**src/rtl/conv_bus_pkg.sv**
```systemverilog
package conv_bus_pkg;

  typedef enum logic [1:0] {
    ST_IDLE = 2'd0,
    ST_ARM  = 2'd1,
    ST_CONV = 2'd2,
    ST_HOLD = 2'd3
  } cb_state_e;

  typedef enum logic [1:0] {
    RD_NONE = 2'd0,
    RD_WIDE = 2'd1,
    RD_HIGH = 2'd2,
    RD_LOW  = 2'd3
  } rd_kind_e;

endpackage

```
**src/rtl/cb_cmd_decode.sv**
```systemverilog
module cb_cmd_decode
  import conv_bus_pkg::*;
(
  input  logic     clk,
  input  logic     rst,
  input  logic     chip_en,
  input  logic     chip_sel_n,
  input  logic     rd_conv,
  input  logic     byte_addr,
  input  logic     word_fmt,
  input  logic     solo_mode,
  input  logic     idle,
  input  logic     rd_open,
  output logic     start_req,
  output logic     start_short,
  output rd_kind_e rd_kind
);

  logic selected;
  logic conv_lvl;
  logic conv_lvl_q;
  logic rc_q;
  logic edge_full;
  logic edge_solo;

  assign selected  = chip_en & ~chip_sel_n;
  assign conv_lvl  = selected & ~rd_conv;
  assign edge_full = conv_lvl & ~conv_lvl_q;
  assign edge_solo = rc_q & ~rd_conv;

  always_ff @(posedge clk) begin
    if (rst) begin
      conv_lvl_q <= 1'b0;
      rc_q       <= 1'b0;
    end else begin
      conv_lvl_q <= conv_lvl;
      rc_q       <= rd_conv;
    end
  end

  // An edge that arrives while engaged is consumed, never queued.
  assign start_req   = idle & (solo_mode ? edge_solo : edge_full);
  assign start_short = solo_mode ? 1'b0 : byte_addr;

  always_comb begin
    rd_kind = RD_NONE;
    if (rd_open) begin
      if (solo_mode) begin
        if (rd_conv) rd_kind = RD_WIDE;
      end else if (selected && rd_conv) begin
        if (word_fmt)       rd_kind = RD_WIDE;
        else if (byte_addr) rd_kind = RD_LOW;
        else                rd_kind = RD_HIGH;
      end
    end
  end

endmodule

```
**src/rtl/cb_status_seq.sv**
```systemverilog
module cb_status_seq
  import conv_bus_pkg::*;
#(
  parameter int W        = 12,
  parameter int RISE_CYC = 4,
  parameter int ACQ_CYC  = 20
) (
  input  logic         clk,
  input  logic         rst,
  input  logic         start_req,
  input  logic         start_short,
  input  logic         seq_done,
  input  logic [W-1:0] seq_result,
  output logic         seq_start,
  output logic         seq_short,
  output logic         busy,
  output logic         idle,
  output logic         rd_open,
  output logic [W-1:0] result,
  output cb_state_e    state
);

  localparam int CNT_MAX = (RISE_CYC > ACQ_CYC) ? RISE_CYC : ACQ_CYC;
  localparam int CW      = $clog2(CNT_MAX + 1);
  localparam logic [CW-1:0] RISE_LAST = CW'(RISE_CYC - 1);
  localparam logic [CW-1:0] ACQ_LAST  = CW'(ACQ_CYC - 1);

  cb_state_e     st_q;
  logic [CW-1:0] cnt_q;
  logic          pend_q;
  logic [W-1:0]  res_q;

  always_ff @(posedge clk) begin
    if (rst) begin
      st_q      <= ST_IDLE;
      cnt_q     <= '0;
      pend_q    <= 1'b0;
      res_q     <= '0;
      seq_start <= 1'b0;
      seq_short <= 1'b0;
      busy      <= 1'b0;
    end else begin
      seq_start <= 1'b0;
      unique case (st_q)
        ST_IDLE: begin
          if (start_req) begin
            st_q      <= ST_ARM;
            cnt_q     <= '0;
            pend_q    <= 1'b0;
            seq_start <= 1'b1;
            seq_short <= start_short;
          end
        end
        ST_ARM: begin
          // A very fast sequencer may finish before status rises.
          if (seq_done) begin
            pend_q <= 1'b1;
            res_q  <= seq_result;
          end
          if (cnt_q == RISE_LAST) begin
            st_q  <= ST_CONV;
            busy  <= 1'b1;
            cnt_q <= '0;
          end else begin
            cnt_q <= cnt_q + CW'(1);
          end
        end
        ST_CONV: begin
          if (seq_done || pend_q) begin
            if (seq_done) res_q <= seq_result;
            pend_q <= 1'b0;
            st_q   <= ST_HOLD;
            cnt_q  <= '0;
          end
        end
        ST_HOLD: begin
          if (cnt_q == ACQ_LAST) begin
            st_q <= ST_IDLE;
            busy <= 1'b0;
          end else begin
            cnt_q <= cnt_q + CW'(1);
          end
        end
        default: st_q <= ST_IDLE;
      endcase
    end
  end

  assign idle    = (st_q == ST_IDLE);
  assign rd_open = (st_q == ST_IDLE) || (st_q == ST_HOLD);
  assign result  = res_q;
  assign state   = st_q;

endmodule

```
**src/rtl/cb_out_fmt.sv**
```systemverilog
module cb_out_fmt
  import conv_bus_pkg::*;
#(
  parameter int W = 12
) (
  input  logic           clk,
  input  logic           rst,
  input  rd_kind_e       rd_kind,
  input  logic [W-1:0]   result,
  output logic [W-1:0]   dout,
  output logic [W/4-1:0] dout_oe
);

  localparam int NIB = W / 4;

  logic [W-1:0]   d_next;
  logic [NIB-1:0] oe_next;

  for (genvar i = 0; i < NIB; i++) begin : g_nib
    localparam bit IS_TOP  = (i == NIB - 1);
    localparam bit IS_NEXT = (i == NIB - 2);
    logic [3:0] nd;
    logic       ne;

    always_comb begin
      nd = 4'h0;
      ne = 1'b0;
      unique case (rd_kind)
        RD_WIDE: begin
          ne = 1'b1;
          nd = result[i*4 +: 4];
        end
        RD_HIGH: begin
          if (IS_TOP || IS_NEXT) begin
            ne = 1'b1;
            nd = result[i*4 +: 4];
          end
        end
        RD_LOW: begin
          if (IS_TOP) begin
            ne = 1'b1;
            nd = result[3:0];
          end else if (IS_NEXT) begin
            ne = 1'b1;
          end
        end
        default: begin
          ne = 1'b0;
        end
      endcase
    end

    assign d_next[i*4 +: 4] = nd;
    assign oe_next[i]       = ne;
  end

  always_ff @(posedge clk) begin
    if (rst) begin
      dout    <= '0;
      dout_oe <= '0;
    end else begin
      dout    <= d_next;
      dout_oe <= oe_next;
    end
  end

endmodule

```
**src/rtl/conv_bus_ctrl.sv**
```systemverilog
module conv_bus_ctrl
  import conv_bus_pkg::*;
#(
  parameter int W        = 12,
  parameter int RISE_CYC = 4,
  parameter int ACQ_CYC  = 20
) (
  input  logic           clk,
  input  logic           rst,
  input  logic           chip_en,
  input  logic           chip_sel_n,
  input  logic           rd_conv,
  input  logic           byte_addr,
  input  logic           word_fmt,
  input  logic           solo_mode,
  input  logic           seq_done,
  input  logic [W-1:0]   seq_result,
  output logic           seq_start,
  output logic           seq_short,
  output logic           busy,
  output logic [W-1:0]   dout,
  output logic [W/4-1:0] dout_oe
);

  logic      start_req;
  logic      start_short;
  logic      idle;
  logic      rd_open;
  rd_kind_e  rd_kind;
  logic [W-1:0] res;
  cb_state_e st;

  cb_cmd_decode u_decode (
    .clk         (clk),
    .rst         (rst),
    .chip_en     (chip_en),
    .chip_sel_n  (chip_sel_n),
    .rd_conv     (rd_conv),
    .byte_addr   (byte_addr),
    .word_fmt    (word_fmt),
    .solo_mode   (solo_mode),
    .idle        (idle),
    .rd_open     (rd_open),
    .start_req   (start_req),
    .start_short (start_short),
    .rd_kind     (rd_kind)
  );

  cb_status_seq #(
    .W        (W),
    .RISE_CYC (RISE_CYC),
    .ACQ_CYC  (ACQ_CYC)
  ) u_status (
    .clk         (clk),
    .rst         (rst),
    .start_req   (start_req),
    .start_short (start_short),
    .seq_done    (seq_done),
    .seq_result  (seq_result),
    .seq_start   (seq_start),
    .seq_short   (seq_short),
    .busy        (busy),
    .idle        (idle),
    .rd_open     (rd_open),
    .result      (res),
    .state       (st)
  );

  cb_out_fmt #(
    .W (W)
  ) u_fmt (
    .clk     (clk),
    .rst     (rst),
    .rd_kind (rd_kind),
    .result  (res),
    .dout    (dout),
    .dout_oe (dout_oe)
  );

endmodule

```
**config.mk**
```make
export PLATFORM = sky130hd
export DESIGN_NAME = conv_bus_ctrl
export DESIGN_NICKNAME = d
export VERILOG_FILES = /design/src/rtl/conv_bus_pkg.sv /design/src/rtl/cb_cmd_decode.sv /design/src/rtl/cb_status_seq.sv /design/src/rtl/cb_out_fmt.sv /design/src/rtl/conv_bus_ctrl.sv
export SDC_FILE = /design/constraint.sdc
export NUM_CORES = 1
export LEC_CHECK = 0
export BUFFER_PORTS_ARGS = -buffer_cell sky130_fd_sc_hd__buf_2
export CORE_ASPECT_RATIO = 1.75
export CORE_MARGIN = 2
export CORE_UTILIZATION = 40
export CTS_CLUSTER_DIAMETER = 30
export DETAILED_ROUTE_END_ITERATION = 12
export GPL_TIMING_DRIVEN = 0
export HOLD_SLACK_MARGIN = 0.15
export PLACE_DENSITY = 0.65
export REMOVE_ABC_BUFFERS = 1
export SYNTH_ARGS = -nofsm -noshare
export SYNTH_HDL_FRONTEND = slang
export SYNTH_HIERARCHICAL = 1
export SYNTH_SLANG_ARGS = --single-unit
```
**constraint.sdc**
```tcl
create_clock -name clk -period 2.8 [get_ports clk]
set_clock_uncertainty 0.2 [all_clocks]
set_input_delay 0.28 -clock clk [delete_from_list [all_inputs] [get_ports clk]]
set_output_delay 0.28 -clock clk [all_outputs]
set_load 0.01 [all_outputs]
```
# [Word-level counts from Yosys, hierarchy flattened]
# Cells that the tools add are included.
[op_classes] n_addsub=1 n_mul=0 div=0 n_lt_le_gt_ge=0 eq_ne=14 shifts=0 n_mux=32 n_bitwise=11 n_reduce_logical=18
[op_table] op="$mux W12" n=2
[op_table] op="$pmux W12 S2" n=1
[op_table] op="$mux W5" n=4
[op_table] op="$pmux W5 S4" n=1
[op_table] op="$mux W2" n=8
[op_table] op="$mux W1" n=12
[op_table] op="$eq A2 B2 Y1 const B" n=4
[op_table] op="$pmux W2 S4" n=1
[op_table] op="$pmux W4 S2" n=1
[op_table] op="$reduce_and A4 Y1" n=2
[op_table] op="$reduce_or A2 Y1" n=4
[op_table] op="$ne A2 B1 Y1 const B" n=3
[op_table] op="$ne A2 B2 Y1 const B" n=3
[op_table] op="$not A1 Y1" n=6
[op_table] op="$reduce_and A3 Y1" n=2
[op_table] op="$add A5 B1 Y5 const B" n=1
[op_table] op="$and A1 B1 Y1" n=5
[op_table] op="$eq A5 B2 Y1 const B" n=1
[op_table] op="$eq A5 B5 Y1 const B" n=1
[op_table] op="$eq A2 B1 Y1 const B" n=2
[op_table] op="$reduce_and A2 Y1" n=2
[op_table] op="$reduce_bool A2 Y1" n=2
[op_table] op="$pmux W1 S3" n=1
[op_table] op="$reduce_bool A3 Y1" n=1
[op_table] op="5 further kinds" n=6
[totals] ff_bits=39 latch_bits=0 mem_bits_rw=0 romBits=0 inputBits=21 out_inout_bits=18 elab_cells=89 mem_count=0

# [Longest topological paths before layout]
# Gate-level depths: netlist (run 1).
[logic_depth] ltp_word=10 mapped_depth=9 ltp_nobuf=9

# [By module]
# The synthesis (run 1) kept the hierarchy.
[by_module_without_submodules] module="cb_status_seq" instances=1 cells_per_inst=136 area_per_inst_um2=1088.5 seq_area_each_um2=460.4
[by_module_without_submodules] module="cb_out_fmt" instances=1 cells_per_inst=39 area_per_inst_um2=454.2 seq_area_each_um2=280.3
[by_module_without_submodules] module="cb_cmd_decode" instances=1 cells_per_inst=14 area_per_inst_um2=122.6 seq_area_each_um2=40.0

# [Worst setup path before layout (run 1)]
# No wires, ideal clock.
[synth_timing] path_kind="reg-to-reg" start="register u_status.st_q[0] (netlist: u_status/state[0])" end="register u_fmt.dout[4]" setup_ns=0.115 t_arrival_ns=1.843 t_required_ns=2.485 setup_slack_ns=0.642 path_stages_with_launch=10 period_less_slack_ns=2.158 path_cell_list="dfxtp_1 inv_1 ha_1 inv_1 nand2_1 nor4_1 inv_1 ha_1 nor2b_2 and2_1"
[synth_between] elab_chain_len=7
[synth_lines] element="start: declaration" line="cb_status_seq.sv:28" rtl="cb_state_e st_q;"
[synth_lines] element="start signal: assignment" line="cb_status_seq.sv:35" rtl="st_q <= ST_IDLE;"
[synth_lines] element="start signal: assignment" line="cb_status_seq.sv:47" rtl="st_q <= ST_ARM;"
[synth_lines] element="start signal: assignment" line="cb_status_seq.sv:61" rtl="st_q <= ST_CONV;"
[synth_lines] element="$eq A2 B2 Y1 or $logic_not A2 Y1 (tied branches)" line="cb_status_seq.sv:90" rtl="assign rd_open = (st_q == ST_IDLE) || (st_q == ST_HOLD);"
[synth_lines] element="$logic_or A1 B1 Y1 (*)" line="cb_status_seq.sv:90"
[synth_lines] element="named net rd_open" line="conv_bus_ctrl.sv:28" rtl="logic rd_open;"
[synth_lines] element="$mux W2 (*)" line="cb_cmd_decode.sv:47" rtl="if (rd_open) begin"
[synth_lines] element="named net rd_kind[1]" line="conv_bus_ctrl.sv:29" rtl="rd_kind_e rd_kind;"
[synth_lines] element="$eq A2 B1 Y1 or $eq A2 B2 Y1 (tied branches)" line="cb_out_fmt.sv:28" rtl="unique case (rd_kind)"
[synth_lines] element="$reduce_or A2 Y1 (no source line) (*)"
[synth_lines] element="$not A1 Y1 (no source line) (*)"
[synth_lines] element="$reduce_or A2 Y1 (no source line) (*)"
[synth_lines] element="end signal: assignment" line="cb_out_fmt.sv:62" rtl="dout <= d_next;"
[synth_lines] element="end: declaration" line="cb_out_fmt.sv:10" rtl="output logic [W-1:0] dout,"
# Mark *: on every way through the listed nets, which the timed path passes. The rest lies on a longest branch.
# A chain may end at the register's enable or synchronous reset.

# [Worst setup path in the final report (run 1)]
[layout_timing] start="register u_status.st_q[0] (netlist: u_status/state[0])" end="register u_fmt.dout[7]"
# The elaborated chain is that of the path after synthesis.

==> results of run 1 <==
[state kept, by name, indices dropped and copies added (netlist names)]
signal,count
u_fmt/dout,12
u_status/result,12
u_status/cnt_q,5
u_fmt/dout_oe,2
u_status/state,2
u_decode/conv_lvl_q,1
u_decode/rc_q,1
u_status/busy,1
u_status/pend_q,1
u_status/seq_short,1
u_status/seq_start,1
[cell type report]
cell class / count / area (um2) / share of cell area [%]
Clock inverter: 2 / 35.0 / 1.62
Sequential cell: 39 / 781 / 36.0
Clock buffer: 6 / 82.6 / 3.81
Tap cell: 49 / 61.3 / 2.83
Multi-Input combinational cell: 136 / 828 / 38.2
Inverter: 8 / 30.0 / 1.38
Timing Repair Buffer: 54 / 350 / 16.2
[per-layer routing]
metal	up-vias	GRT usage (%)
met5	-	0
met4	0	10.5
met3	6	2.51
met2	28	33.6
met1	651	14.1
li1	755	-
[cell families (layout without fill, tap and decap cells)]
kind of cell / count (synthesis) / in the layout / synth area share (%)
buf+inv: 14 / 70 / 3.38
flops: 39 / 39 / 46.9
compound gates: 42 / 42 / 15.9
simple gates: 85 / 85 / 27.0
fa+ha+maj: 9 / 9 / 6.76
[worst paths after layout]
| kind | depth (start not counted) | startpoint | endpoint | slack, ns |
|---|---|---|---|---|
| setup / recovery | 9 | u_status/state[0] | u_fmt/dout[7] | 0.27 |
| hold / removal | 4 | byte_addr | u_status/seq_short | 0.18 |
| setup reg to reg | 9 | u_status/state[0] | u_fmt/dout[7] | 0.27 |
| hold reg to reg | 2 | u_status/result[4] | u_status/result[4] | 0.26 |
[cell usage in the layout, fill, tap and decap left out, drive strengths merged, types with 2 or more instances in the layout]
cell type / synthesis / layout
nand2: 32 / 32
nand3: 4 / 4
a21oi: 20 / 20
and2: 8 / 8
nor2: 9 / 9
a22oi: 4 / 4
buf: 1 / 38
dlygate4sd3: 0 / 16
o21ai: 5 / 5
nor2b: 7 / 7
ha: 9 / 9
a31oi: 2 / 2
nor3: 8 / 8
clkbuf: 5 / 6
nor3b: 3 / 3
dfxtp: 39 / 39
inv: 8 / 8
nor4: 2 / 2
a211oi: 3 / 3
nand2b: 6 / 6
[metrics by stage]
stage               instance area, um2  hold slack [ns]
global placement                  1890            0.238
floorplan                         1640            0.147
finish                            2170            0.178
CTS                               2170            0.173
detailed placement                1890            0.242
global route                      2170            0.181
[worst min-delay path, cell delays in order]
cell	delay, ns
sky130_fd_sc_hd__buf_2	0.10
sky130_fd_sc_hd__nor2b_1	0.12
sky130_fd_sc_hd__nand3_1	0.06
sky130_fd_sc_hd__a21oi_1	0.06
[where the power goes]
part	switching, mW	internal, mW	total (mW)
clock network	0.199	0.288	0.487
registers	0.0295	0.605	0.635
logic	0.265	0.166	0.432
total	0.494	1.06	1.55
[what timing repair did]
action,in CTS,in global routing
resized for setup,0,0
hold endpoints to repair,16,0
hold buffers,16,0
==> qor.txt, run 1 <==
CLOCK TREE
----------------------------------------------------------------------------------------
Clock transition at path regs                                                    0.07 ns
Cell at the root of the clock tree                                          sky130_fd_sc_hd__clkbuf_8
Clock sink total                                                                      39
H-tree level count                                                                     2
Clock tree from TritonCTS                                                           done
Number of clock buffers inserted by TritonCTS                                          5
Worst-Skew Late Latency                                                          0.29 ns
Buffer levels on the longest clock path                                                2
Post-CTS Repair Setup Buffers                                                          0

TIMING
----------------------------------------------------------------------------------------
Unrepaired setup endpoints after global routing                                       no
Slew at the pin with the worst max-slew slack                                   0.870 ns
Maximum achievable frequency                                                     395 MHz
Count of endpoints failing hold in the final timing report                             0
Final Critical Period                                                            2.53 ns
Sum of negative setup slack                                                         0 ns
Final setup violating endpoints                                                        0
Number of max-slew violations in the final report                                      0
Part of the cycle the worst path needs                                             90.4%
Post-route worst setup slack                                                    0.268 ns
Rel. slew slack                                                                    41.6%

DETAILED ROUTING
----------------------------------------------------------------------------------------
Met3 wire length                                                                  117 um
Met2 layer wire length in the routed design                                      2.07 mm
Total wire length after detailed routing                                         3.52 mm
Detailed-route DRC error count                                                         0
Drt wl/cell                                                                      12.0 um
Metal1 wirelength                                                                1.24 mm
DRC marker count from the first detailed-route iteration                              38
Uppermost routed layer                                                              met4
Via Count                                                                           1440
Detailed-routing iteration count for the pre-antenna-repair pass                       4
Count of antenna-violating nets left after detailed routing                            0
Via density per instance                                                            4.90

CELLS AND AREA
----------------------------------------------------------------------------------------
Share of cells above drive strength 1                                              22.0%
Antenna diode count                                                                    0
Fin cells                                                                            294
Count of fill cells added during filler insertion                                    405
Synthesis-to-layout area growth                                                    30.2%
Post-layout utilization of the core                                                53.2%
Total Nets Final                                                                     274

PLACE
----------------------------------------------------------------------------------------
DP HPWL                                                                          2.52 mm
Minimum setup slack after placement                                             0.256 ns
# placed instances                                                                   270
PortBufs                                                                              38
Final estimated routing congestion in global placement                             0.721

GLOBAL ROUTING
----------------------------------------------------------------------------------------
Number of antenna violations at the first check in global routing                      0
Aggregate global-route resource usage                                              16.7%
Global-route wire length before repair                                           5.69 mm
Largest net degree at the start of global routing                                     36
Number of global-route vias before repair                                           1338
Total gr overflow                                                                      0

POWER
----------------------------------------------------------------------------------------
Leakage power                                                                   0.928 nW
Power density over the cells                                                  716 mW/mm2
Power, Total                                                                     1.55 mW
Highest ir drop seen on vdd                                                       347 uV

YOSYS
----------------------------------------------------------------------------------------
Post-synth EDFFs                                                                       0
Count leader, synth                                                         sky130_fd_sc_hd__dfxtp_1
Syn Inst Count                                                                       189
Post-synth top flop                                                         sky130_fd_sc_hd__dfxtp_1
Post-synthesis cell type count                                                        35
Yosys Warn Count                                                                       6
Sequential-to-total area share from yosys stat                                     46.9%
Most area-hungry cell type in the Yosys netlist                             sky130_fd_sc_hd__dfxtp_1
Proportion of netlist area held by the largest area contributor                    46.9%
Most area-consuming cells after synthesis                                   sky130_fd_sc_hd__dfxtp_1 47%, sky130_fd_sc_hd__nand2_1 7.2%, sky130_fd_sc_hd__ha_1 6.8%
Number of synthesized register bits                                                   39
Post-synth ARST share                                                                 0%
Most used standard cells in the synthesized netlist                         39 x sky130_fd_sc_hd__dfxtp_1, 32 x sky130_fd_sc_hd__nand2_1, 20 x sky130_fd_sc_hd__a21oi_1
Post-synth design cell area                                                  0.00167 mm2
Mean instance size in the synthesized netlist                                   8.81 um2

CRITICAL PATH
----------------------------------------------------------------------------------------
Largest fanout on the critical path                                                    5
Buffers & Inverters on Critical Path                                                   3
Critical Path Sink Type                                                         register
Biggest cell delay along the critical path                                       0.40 ns
Critical path class                                                         register to register
Startpoint class of the critical path                                           register
Arrival @ worst endpoint                                                         2.52 ns
Category of cells accounting for the largest share of critical-path delay   simple AND/OR/NAND/NOR gates
WP data required                                                                 2.79 ns
Cell-by-cell listing of the critical path                                   inv_1 -> ha_1 -> inv_1 -> nand2_1 -> nor4_1 -> inv_1 -> ha_1 -> nor2b_2 -> and2_1
Most frequent CP cell                                                       sky130_fd_sc_hd__inv_1
Worst path slowest cell                                                     sky130_fd_sc_hd__nor4_1

FLOORPLANNING
----------------------------------------------------------------------------------------
Site row count                                                                        31
I/O pin count                                                                         39
Chip height                                                                      89.4 um
Die footprint                                                                0.00472 mm2
Horiz. Die Dim                                                                   52.8 um
Standard cell core area                                                      0.00407 mm2
Initial standard-cell utilization of the core                                      40.9%

STATUS
----------------------------------------------------------------------------------------
Result of the run                                                              completed

FLOW RUN
----------------------------------------------------------------------------------------
Count of max-cap constraint violations                                                 0

HOLD PATH
----------------------------------------------------------------------------------------
Type of the most critical hold path                                         input pin to register

Power figures use the tool's default switching activity.
==> run 2, diff against run 1 <==
--- a/config.mk
+++ b/config.mk
@@ -5,6 +5,7 @@
 export SDC_FILE = /design/constraint.sdc
 export NUM_CORES = 1
 export LEC_CHECK = 0
+export ABC_AREA = 1
 export BUFFER_PORTS_ARGS = -buffer_cell sky130_fd_sc_hd__buf_2
 export CORE_ASPECT_RATIO = 1.75
 export CORE_MARGIN = 2
==> qor.txt, run 2 <==
STATUS
--------------------------------------------------------------------------------
Result of the run                                                      completed

YOSYS
--------------------------------------------------------------------------------
Post-synth top flop                                                 sky130_fd_sc_hd__dfxtp_1
Syn Inst Count                                                               232   +23%
Yosys Warn Count                                                               6   unchanged
Count leader, synth                                                 sky130_fd_sc_hd__nor2_1
Most area-hungry cell type in the Yosys netlist                     sky130_fd_sc_hd__dfxtp_1
Proportion of netlist area held by the largest area contributor            44.6%   -2.3 points
Most area-consuming cells after synthesis                           sky130_fd_sc_hd__dfxtp_1 45%, sky130_fd_sc_hd__nor2_1 10%, sky130_fd_sc_hd__nand2_1 8.6%
Mean instance size in the synthesized netlist                           7.55 um2   -14%
Sequential-to-total area share from yosys stat                             44.6%   -2.3 points
Post-synthesis cell type count                                                25   -29%
Post-synth design cell area                                          0.00175 mm2   +5.2%
Most used standard cells in the synthesized netlist                 48 x sky130_fd_sc_hd__nor2_1, 40 x sky130_fd_sc_hd__nand2_1, 39 x sky130_fd_sc_hd__dfxtp_1
Number of synthesized register bits                                           39   unchanged
Post-synth ARST share                                                         0%   unchanged
Post-synth EDFFs                                                               0   unchanged

CELLS AND AREA
--------------------------------------------------------------------------------
Area of combinational cells with multiple inputs                         798 um2   -3.6%
Leading cell types in the layout, fill and taps excluded            48 x sky130_fd_sc_hd__nor2_1, 40 x sky130_fd_sc_hd__nand2_1, 39 x sky130_fd_sc_hd__dfxtp_1
Antenna diode count                                                            0   unchanged
Synthesis-to-layout area growth                                            28.2%
Total Nets Final                                                             319   +16%
Most common library cell in the layout ignoring fill and taps       sky130_fd_sc_hd__nor2_1
Share of cells above drive strength 1                                      21.4%   -0.66 points
Footprint of the flip-flops and latches                                  781 um2   unchanged
Post-layout utilization of the core                                        53.6%   +0.37 points
Count of fill cells added during filler insertion                            411   +1.5%

CRITICAL PATH
--------------------------------------------------------------------------------
Largest fanout on the critical path                                           11   +6
WP data required                                                         2.83 ns   +0.04 ns
Critical Path Sink Type                                                 register
Most frequent CP cell                                               sky130_fd_sc_hd__nand2_1
Biggest cell delay along the critical path                               0.53 ns   +0.13 ns
Arrival @ worst endpoint                                                 2.26 ns   -0.26 ns
Worst path slowest cell                                             sky130_fd_sc_hd__dlygate4sd3_1
Critical path class                                                 input pin to register
Cell-by-cell listing of the critical path                           dlygate4sd3_1 -> buf_2 -> inv_1 -> nand2_1 -> nand2_1 -> nand2_1 -> a21oi_1 -> nor2_2 -> a21oi_4 -> nand3_2 -> nand2_1 -> nand2_1 -> nor2_1
Startpoint class of the critical path                                  input pin

PLACE
--------------------------------------------------------------------------------
PortBufs                                                                      38   unchanged
Final estimated routing congestion in global placement                     0.765   +6.1%
Minimum setup slack after placement                                     0.625 ns   +0.368 ns
DP HPWL                                                                  2.54 mm   +0.70%

FLOORPLANNING
--------------------------------------------------------------------------------
Chip height                                                              91.5 um   +2.4%
I/O pin count                                                                 39   unchanged
Horiz. Die Dim                                                           54.0 um   +2.4%
Die footprint                                                        0.00495 mm2   +4.9%
Site row count                                                                31   unchanged
Initial standard-cell utilization of the core                              41.8%   +0.93 points
Standard cell core area                                              0.00419 mm2   +2.9%

CLOCK TREE
--------------------------------------------------------------------------------
Cell at the root of the clock tree                                  sky130_fd_sc_hd__clkbuf_8
Worst-Skew Late Latency                                                  0.29 ns   about the same
# resized after CTS                                                            0   unchanged
Clock sink total                                                              39   unchanged
Clock transition at path regs                                            0.07 ns   about the same
Buffer levels on the longest clock path                                        2   unchanged
H-tree level count                                                             2   unchanged
Clock tree from TritonCTS                                                   done
Number of clock buffers inserted by TritonCTS                                  5   unchanged

POWER
--------------------------------------------------------------------------------
Power, Total                                                             1.86 mW   +20%
Leakage power                                                            1.07 nW   +15%
Highest ir drop seen on vdd                                               526 uV   +52%
Power density over the cells                                          829 mW/mm2   +16%

TIMING
--------------------------------------------------------------------------------
Post-route worst setup slack                                            0.573 ns   +0.304 ns
Slew at the pin with the worst max-slew slack                           0.465 ns   -0.406 ns
Sum of negative setup slack                                                 0 ns   unchanged
Unrepaired setup endpoints after global routing                               no
Rel. slew slack                                                            69.0%   +27 points
Final setup violating endpoints                                                0   unchanged
Number of max-slew violations in the final report                              0   unchanged
Count of endpoints failing hold in the final timing report                     0   unchanged
Part of the cycle the worst path needs                                     79.5%   -11 points
Maximum achievable frequency                                             449 MHz   +14%
Final Critical Period                                                    2.23 ns   -0.304 ns

HOLD PATH
--------------------------------------------------------------------------------
Type of the most critical hold path                                 register to register

DETAILED ROUTING
--------------------------------------------------------------------------------
Drt wl/cell                                                              10.7 um   -10%
Met3 wire length                                                          143 um   +22%
Detailed-routing iteration count for the pre-antenna-repair pass               4   unchanged
Via Count                                                                   1537   +6.7%
Uppermost routed layer                                                      met4
Via density per instance                                                    4.53   -7.4%
Count of antenna-violating nets left after detailed routing                    0   unchanged
Metal1 wirelength                                                        1.40 mm   +13%
DRC marker count from the first detailed-route iteration                      32   -16%
Detailed-route DRC error count                                                 0   unchanged
Met2 layer wire length in the routed design                              1.98 mm   -4.4%
Total wire length after detailed routing                                 3.64 mm   +3.4%

GLOBAL ROUTING
--------------------------------------------------------------------------------
Total gr overflow                                                              0   unchanged
Number of global-route vias before repair                                   1475   +10%
Number of antenna violations at the first check in global routing              0   unchanged
Global-route wire length before repair                                   6.31 mm   +11%
Aggregate global-route resource usage                                      17.2%   +0.59 points
Largest net degree at the start of global routing                             18   -50%

FLOW RUN
--------------------------------------------------------------------------------
Count of max-cap constraint violations                                         0   unchanged

-- run 2: cell types whose count changed after synthesis, moves of 7 or more --
cell	previous run	this run
sky130_fd_sc_hd__a21oi_1	20	9
sky130_fd_sc_hd__nor2_1	9	48
sky130_fd_sc_hd__nand2_1	32	40
sky130_fd_sc_hd__inv_1	8	33
sky130_fd_sc_hd__and2_1	8	0
sky130_fd_sc_hd__nor3_1	8	1
sky130_fd_sc_hd__o21ai_0	5	16
-- run 2: cells by family after synthesis --
logic type	share of synthesized area (%)
AOI/OAI and AO/OA	9.36
adders and majority gates	6.43
buffers and inverters	9.86
DFF	44.6
and+or+nand+nor	29.8
-- run 2: power by group --
group | switching [mW] | internal [mW] | total [mW]
Sequential | 0.0500 | 0.649 | 0.699
Clock | 0.198 | 0.288 | 0.487
Combinational | 0.429 | 0.247 | 0.676
Total | 0.678 | 1.18 | 1.86
-- run 2: routing by layer --
metal / vias up / track usage, %
li1: 829 / -
met1: 665 / 17.7
met2: 34 / 30.1
met3: 9 / 4.77
met4: 0 / 8.54
met5: - / 0
-- run 2: cell type report --
class                   instances  share of cell area [%]
repair buffers                 55                    16.0
flip-flops and latches         39                    34.8
clock buffers                   6                    3.68
well taps                      49                    2.73
clock inverters                 2                    1.56
multi-input cells             154                    35.5
inverters                      34                    5.68
-- run 2: final timing paths --
kind,slack [ns],cells after the start,to,from
setup / recovery,0.57,13,u_status/state[1],rd_conv
hold reg to reg,0.23,2,u_fmt/dout[5],u_status/result[5]
hold / removal,0.23,2,u_fmt/dout[5],u_status/result[5]
setup reg to reg,0.64,9,u_fmt/dout[7],u_status/state[0]
-- run 2: what timing repair did --
item | 4_1_cts | 5_1_grt
hold buffers | 17 | 0
setup buffers | 0 | 0
endpoints found under the hold margin | 18 | 0
-- run 2: per-stage QoR --
stage / area (um2) / instances / hold slack (ns)
after floorplan: 1710 / 227 / 0.142
after global placement: 1960 / 314 / 0.214
after detailed placement: 1960 / 314 / 0.219
after CTS: 2250 / 339 / 0.231
after global routing: 2250 / 339 / 0.258
final: 2250 / 339 / 0.228
-- run 2: worst max-delay path, delay by kind of cell --
kind,cells,cell delay (ns)
buffers and inverters,3,0.76
and+or+nand+nor,8,0.62
AOI/OAI and AO/OA,2,0.60
